**config.mk**
```make
export PLATFORM = sky130hd
export DESIGN_NAME = pipe_ctrl
export DESIGN_NICKNAME = d
export VERILOG_FILES = /design/src/rtl/pipe_ctrl.sv
export SDC_FILE = /design/constraint.sdc
export NUM_CORES = 1
export LEC_CHECK = 0
export CORE_MARGIN = 2
export CORE_UTILIZATION = 52
export DETAILED_ROUTE_END_ITERATION = 8
export DONT_BUFFER_PORTS = 1
export PLACE_DENSITY = 0.78
export SLEW_MARGIN = 20
export SYNTH_ARGS = -nofsm -noshare
export SYNTH_HDL_FRONTEND = slang
export SYNTH_SLANG_ARGS = --single-unit
```
**constraint.sdc**
```tcl
create_clock -name clk -period 4.23 [get_ports clk]
set_input_delay 0.6345 -clock clk [delete_from_list [all_inputs] [get_ports clk]]
set_output_delay 0.6345 -clock clk [all_outputs]
set_load 0.02 [all_outputs]
```
**src/rtl/pipe_ctrl.sv**
```systemverilog
module pipe_ctrl #(
  parameter int OPW = 6,
  parameter int RN  = 5
) (
  input  logic                   clk,
  input  logic                   rst_n,
  input  logic [OPW+3*RN-1:0]    if_ctl,
  input  logic                   ex_equal,
  input  logic                   ex_overflow,
  output logic                   if_en,
  output logic                   id_en,
  output logic                   stall,
  output logic                   pc_sel,
  output logic                   squash,
  output logic                   ex_valid_o,
  output logic [2:0]             ex_alu_o,
  output logic                   ovf_trap,
  output logic                   mem_rd_o,
  output logic                   mem_wr_o,
  output logic                   wb_we,
  output logic [RN-1:0]          wb_dst
);
  localparam int CW    = OPW + 3*RN;
  localparam int RS_HI = CW - OPW - 1;
  localparam int RT_HI = RS_HI - RN;
  localparam int RD_HI = RT_HI - RN;

  localparam logic [OPW-1:0] OP_REG = OPW'(0);
  localparam logic [OPW-1:0] OP_ORI = OPW'(1);
  localparam logic [OPW-1:0] OP_LD  = OPW'(2);
  localparam logic [OPW-1:0] OP_ST  = OPW'(3);
  localparam logic [OPW-1:0] OP_BR  = OPW'(4);

  // decode stage
  logic          id_valid;
  logic [CW-1:0] id_instr;

  logic [OPW-1:0] op;
  logic [RN-1:0]  rs, rt, rd;
  assign op = id_instr[CW-1 -: OPW];
  assign rs = id_instr[RS_HI -: RN];
  assign rt = id_instr[RT_HI -: RN];
  assign rd = id_instr[RD_HI -: RN];

  logic is_reg, is_ori, is_ld, is_st, is_br;
  assign is_reg = (op == OP_REG);
  assign is_ori = (op == OP_ORI);
  assign is_ld  = (op == OP_LD);
  assign is_st  = (op == OP_ST);
  assign is_br  = (op == OP_BR);

  logic          d_wb, uses_rs, uses_rt;
  logic [RN-1:0] d_dst;
  logic [2:0]    d_alu;
  assign d_wb    = is_reg | is_ori | is_ld;
  assign d_dst   = is_reg ? rd : rt;
  assign uses_rs = is_reg | is_ori | is_ld | is_st | is_br;
  assign uses_rt = is_reg | is_st | is_br;

  always_comb begin
    d_alu = 3'd0;
    if (is_ld | is_st) d_alu = 3'd1;
    if (is_reg)        d_alu = 3'd2;
    if (is_ori)        d_alu = 3'd3;
    if (is_br)         d_alu = 3'd4;
  end

  // execute stage
  logic          ex_valid, ex_wb, ex_mrd, ex_mwr, ex_br, ex_chk;
  logic [RN-1:0] ex_dst;
  logic [2:0]    ex_alu;

  // memory stage
  logic          mem_valid, mem_wb, mem_mrd, mem_mwr;
  logic [RN-1:0] mem_dst;

  // writeback stage
  logic          wb_valid, wb_wb;
  logic [RN-1:0] wb_dst_r;

  logic taken;
  assign taken = ex_valid & ex_br & ex_equal;

  assign stall = id_valid & ex_valid & ex_mrd & (ex_dst != '0) &
                 ((uses_rs & (rs == ex_dst)) | (uses_rt & (rt == ex_dst)));

  assign if_en  = ~stall;
  assign id_en  = ~stall;
  assign pc_sel = taken;
  assign squash = taken;

  always_ff @(posedge clk) begin
    if (!rst_n) begin
      id_valid  <= 1'b0;
      id_instr  <= '0;
      ex_valid  <= 1'b0;
      ex_wb     <= 1'b0;
      ex_mrd    <= 1'b0;
      ex_mwr    <= 1'b0;
      ex_br     <= 1'b0;
      ex_chk    <= 1'b0;
      ex_dst    <= '0;
      ex_alu    <= '0;
      mem_valid <= 1'b0;
      mem_wb    <= 1'b0;
      mem_mrd   <= 1'b0;
      mem_mwr   <= 1'b0;
      mem_dst   <= '0;
      wb_valid  <= 1'b0;
      wb_wb     <= 1'b0;
      wb_dst_r  <= '0;
    end else begin
      if (id_en) begin
        id_valid <= ~taken;
        id_instr <= if_ctl;
      end
      ex_valid  <= id_valid & ~stall;
      ex_wb     <= d_wb;
      ex_mrd    <= is_ld;
      ex_mwr    <= is_st;
      ex_br     <= is_br;
      ex_chk    <= is_reg;
      ex_dst    <= d_dst;
      ex_alu    <= d_alu;
      mem_valid <= ex_valid;
      mem_wb    <= ex_wb;
      mem_mrd   <= ex_mrd;
      mem_mwr   <= ex_mwr;
      mem_dst   <= ex_dst;
      wb_valid  <= mem_valid;
      wb_wb     <= mem_wb;
      wb_dst_r  <= mem_dst;
    end
  end

  assign ex_valid_o = ex_valid;
  assign ex_alu_o   = ex_valid ? ex_alu : 3'd0;
  assign ovf_trap   = ex_valid & ex_chk & ex_overflow;
  assign mem_rd_o   = mem_valid & mem_mrd;
  assign mem_wr_o   = mem_valid & mem_mwr;
  assign wb_we      = wb_valid & wb_wb;
  assign wb_dst     = wb_dst_r;
endmodule

```
Yosys cells after proc, flatten, opt, wreduce, memory -nomap -nowiden
Cells that the tools add are included.
W data, S select, Z words.
- bits in registers: 52
- output and inout bits: 18
- equality and inequality tests: 6
- muxes and demuxes: 6
- reductions and logical operators: 3
- bitwise gates (word level): 25
- operator list (operator ; count):
    $and A1 B1 Y1 ; 14
    $eq A6 B2 Y1 const B ; 2
    $mux W3 ; 4
    $eq A5 B5 Y1 ; 2
    $or A1 B1 Y1 ; 8
    $eq A6 B1 Y1 const B ; 1
    $eq A6 B3 Y1 const B ; 1
    $logic_not A6 Y1 ; 1
    $mux W5 ; 1
    $reduce_bool A5 Y1 ; 1
    $not A1 Y1 ; 3
    $reduce_or A2 Y1 ; 1
    $mux W1 ; 1

Logic depth before layout (Yosys ltp)
- depth after elaboration: 10
- mapped depth: 7
- mapped depth without buffers: 5

Worst setup path after synthesis
OpenSTA, ideal clock, no wires.
- path kind: flip-flop to output port
- from: register id_instr[18]
- to: output if_en
- stages on the path, launching flop included: 8
- path slack: 1.675 ns
- data arrival time: 1.921 ns
- cells stage by stage: dfxtp_1 -> or3_4 -> nor4_2 -> nand4_1 -> a21oi_4 -> buf_6 -> inv_1 -> buf_4
- longest elaborated chain between the ends: 9
- elaborated cells on any way between the ends: 16
- classes of those cells: 4 x eq/ne; 11 x bitwise; 1 x reduce/logical
- RTL lines (what ; RTL line ; source):
    start: declaration ; 36 ; logic [CW-1:0] id_instr;
    start signal: assignment ; 115 ; id_instr <= if_ctl;
    $eq A6 B1 Y1 or $logic_not A6 Y1 (tied branches) ; 47, 46 ;
    $or A1 B1 Y1 (4 in series) ; 57 ; assign uses_rs = is_reg | is_ori | is_ld | is_st | is_br;
    $and A1 B1 Y1 ; 85 ; ((uses_rs & (rs == ex_dst)) | (uses_rt & (rt == ex_dst)));
    $or A1 B1 Y1 * ; 85 ;
    $and A1 B1 Y1 * ; 84 ; assign stall = id_valid & ex_valid & ex_mrd & (ex_dst != '0) &
    net stall ; 12 ; output logic stall,
    $not A1 Y1 * ; n/a ;
    end: declaration ; 10 ; output logic if_en,
Mark *: on every way through the listed nets, which the timed path passes. The rest lies on a longest branch.

Worst setup path in the final report
- from: register id_instr[18]
- to: output id_en
- longest elaborated chain between the ends: 9
- elaborated cells on any way between the ends: 16
- classes of those cells: 4 x eq/ne; 11 x bitwise; 1 x reduce/logical
- RTL lines (what ; RTL line ; source):
    $eq A6 B1 Y1 or $logic_not A6 Y1 (tied branches) ; 47, 46 ;
    $or A1 B1 Y1 (4 in series) ; 57 ;
    $and A1 B1 Y1 ; 85 ;
    $or A1 B1 Y1 * ; 85 ;
    $and A1 B1 Y1 * ; 84 ;
    $not A1 Y1 * ; 88 ; assign id_en = ~stall;
    end: declaration ; 11 ; output logic id_en,
Every way passes the cells marked *; elsewhere a longest branch is shown, timed or not.

==> summary.md <==
| Metric | Value |
|---|---|
| Final antenna-violating net count | 0 |
| DR pass1 iterations | 4 |
| Drt via density | 5.09 |
| Yosys top cell by area | dfxtp_1 |
| Max Slew Vio Count | 0 |
| Compound-Gate Fraction of Synth Area | about 2.5% |
| Setup_tns | 0 ps |
| # rows | 21 |
| Post-CTS resize count | 0 |
| Fmax | 309 MHz |
| Crit Path Class | flip-flop to output port |
| Fin crit share | between 70% and 80% |
| CTS root buf | clkbuf_4 |
| Area share of and/or/nand/nor cells after synthesis | 23.0% |
| Register area share after synthesis | between 50% and 60% |
| Share of post-route cells with drive strength above 1 | 6.88% |
| Filler Cell Count | 307 |
| Post-synth top area share | 53.5% |
| Antenna violations before repair | 0 |
| Synth cell types | 26 |
| Status | finished clean |
| Syn_nets | 217 |
| Worst Reg-to-Reg Cells | 6 |
| XOR/XNOR Fraction of Synth Area | 4.59% |
| # clock sinks | 51 |
| Slew headroom | 70.5% |
| N_diodes | 0 |
| CTS tree | yes |
| P&R area growth vs syn | 4.20% |
| Mapped cell area | roughly 0.0019 mm^2 |
| Main combinational cell family by area after synthesis | simple AND/OR/NAND/NOR gates |
| TritonCTS Buffers | 5 |
| Die area | 0.00417 mm^2 |
| Critical-path top delay cell | a21oi_4 |
| Data arrival, critical path | about 2600 ps |
| Via count | 1196 |
| Dpl cells | 227 |
| Final Non-Filler Cells | between 200 and 250 |
| GR Util All Layers | 17.1% |
| Adder-Cell Fraction of Synth Area | 0% |
| Most area-consuming cells after synthesis | dfxtp_1 54%, mux2i_1 12%, nand2_1 7.7%, and2_1 7.2%, xor2_1 2.8% |
| Tightest Pin Transition | 442 ps |
| Commonest non-fill, non-tap cell in the layout | dfxtp_1 |
| Clock skew | ~8.7 ps |
| Largest net degree at the start of global routing | 55 |
| Final Critical Period | 3230 ps |
| GPL Wtd Cong | between 0.8 and 0.9 |
| # Post-CTS Setup Buffers | 0 |
| First-pass GRT wire length | ~5300 um |
| Detail Placement HPWL | around 2300 um |
| PwrDens | 426 mW/mm^2 |
| Crit path max fanout | 15 |
| Fin. Hold Viols | 0 |
| Crit path largest cell delay | 440 ps |
| Nets | between 200 and 250 |
| GR Overflow Total | 0 |
| I/O Pins | 43 |
| P_leak | 0.800 nW |
| # port buffers | 0 |
| Gate Count Post-Synth | 192 |
| Core ar. | 0.00342 mm^2 |
| Worst setup SP type | flip-flop |
| DR iter-0 viols | 60 |
| Die height | ~65 um |
| Routed WL | roughly 3100 um |
| CP Data Required Time | 3600 ps |
| Average size of a mapped cell | 9.93 um^2 |
| H-tree levels | 2 |
| FF+latch count, synth | 51 |
| CP endpoint kind | output port |
| Wire length per cell | 13.3 um |
| Unrepaired setup endpoints after global routing | no |
| Vias in the first global route | 1197 |
| Worst-Skew Late Latency | about 370 ps |
| Final setup viols | 0 |
| Worst Hold Class | input port to flip-flop |
| # DRC | 0 |
| CP cell instances | or3_4 -> nor4_2 -> nand4_1 -> a21oi_4 -> buf_4 -> inv_1 |
| Die W | ~65 um |
| YS warnings | 0 |
| Clk buf depth | 2 |
| Most frequent cells in the layout | 51 x dfxtp_1, 39 x nand2_1, 23 x mux2i_1 |
| Max-Cap Viols | 0 |
| Clock transition at the registers of the reported paths | 130 ps |
| Initial Util | 55.8% |
| Peak supply drop | 219 uV |
| Hold Path Depth | 2 |
| CTS Hold Bufs | 0 |
| Multiplexer share of the synthesized area | 12.1% |
==> kinds of logic after synthesis <==
kind of cell,after synthesis
and+or+nand+nor,87
DFF,51
muxes,23
buffers and inverters,15
xor gates and xnor gates,10
AOI/OAI and AO/OA,6
==> final cells by class <==
| type | instances | area, um^2 | area share (%) |
|---|---|---|---|
| multi-input combinational | 126 | 803 | 40.4 |
| clock inverter | 2 | 35.0 | 1.76 |
| timing repair buffer | 1 | 7.51 | 0.378 |
| sequential | 51 | 1020 | 51.4 |
| clock buffer | 6 | 51.3 | 2.58 |
| tap | 46 | 57.6 | 2.90 |
| inverter | 3 | 11.3 | 0.567 |
==> path summary, 6_finish.rpt <==
| path | start | endpoint | slack [ps] |
|---|---|---|---|
| min reg2reg | mem_dst[2] | wb_dst[2] | 450 |
| min | if_ctl[11] | id_instr[11] | 380 |
| max reg2reg | id_instr[18] | id_instr[8] | 1960 |
| max | id_instr[18] | id_en | 1000 |
==> sequential cells by signal (all words and copies together) (netlist names) <==
register / cells
ex_mwr: 1
mem_mwr: 1
ex_mrd: 1
mem_dst: 5
mem_valid: 1
mem_wb: 1
id_instr: 21
ex_br: 1
ex_wb: 1
ex_alu: 2
mem_mrd: 1
wb_wb: 1
ex_chk: 1
wb_valid: 1
id_valid: 1
ex_valid_o: 1
ex_dst: 5
wb_dst: 5
==> synthesized netlist by cell type (all sizes together) <==
cell type and count:
nor4 1, inv 3, nor3b 5, clkbuf 8, mux2i 23, or4 1
nor2 10, o21ai 1, nor3 2, or2 1, buf 4, and2 22
xnor2 4, a21oi 3, nand2 39, o21a 1, or3 3, dfxtp 51
xor2 6, and3 1, nand4 2, o2111ai 1
==> per-stage QoR <==
stage	power (mW)	hold WS, ps	instance area, um^2	setup slack (ps)	utilization [%]
final	0.846	384	1990	997	58.2
after floorplan	0.569	412	1910	1670	-
after detailed placement	0.575	418	1900	1430	55.6
after global placement	0.572	413	1900	1470	55.6
after global routing	0.887	344	1990	813	58.2
after CTS	0.853	371	1990	992	58.2
==> critical path, delay by kind of cell, from the launching register on <==
kind                   cells  cell delay [ps]
AND/OR/NAND/NOR            3              850
buffers and inverters      2              600
AO/OA/AOI/OAI              1              440
flip-flops                 1              320
==> power by group <==
part	switching [mW]	internal, mW
Clock	0.143	0.140
Combinational	0.0233	0.0235
Sequential	0.0159	0.501
Total	0.182	0.664
==> layer usage <==
layer / share of wire (%) / up-vias / track usage [%] / routed length, um
li1: - / 605 / - / -
met5: 0 / - / 0 / 0
met2: 48 / 33 / 27.7 / 1510
met1: 44 / 552 / 19.7 / 1390
met4: 1.9 / 0 / 7.18 / 59
met3: 5.6 / 6 / 7.64 / 176
(Power assumes the default switching activity.)
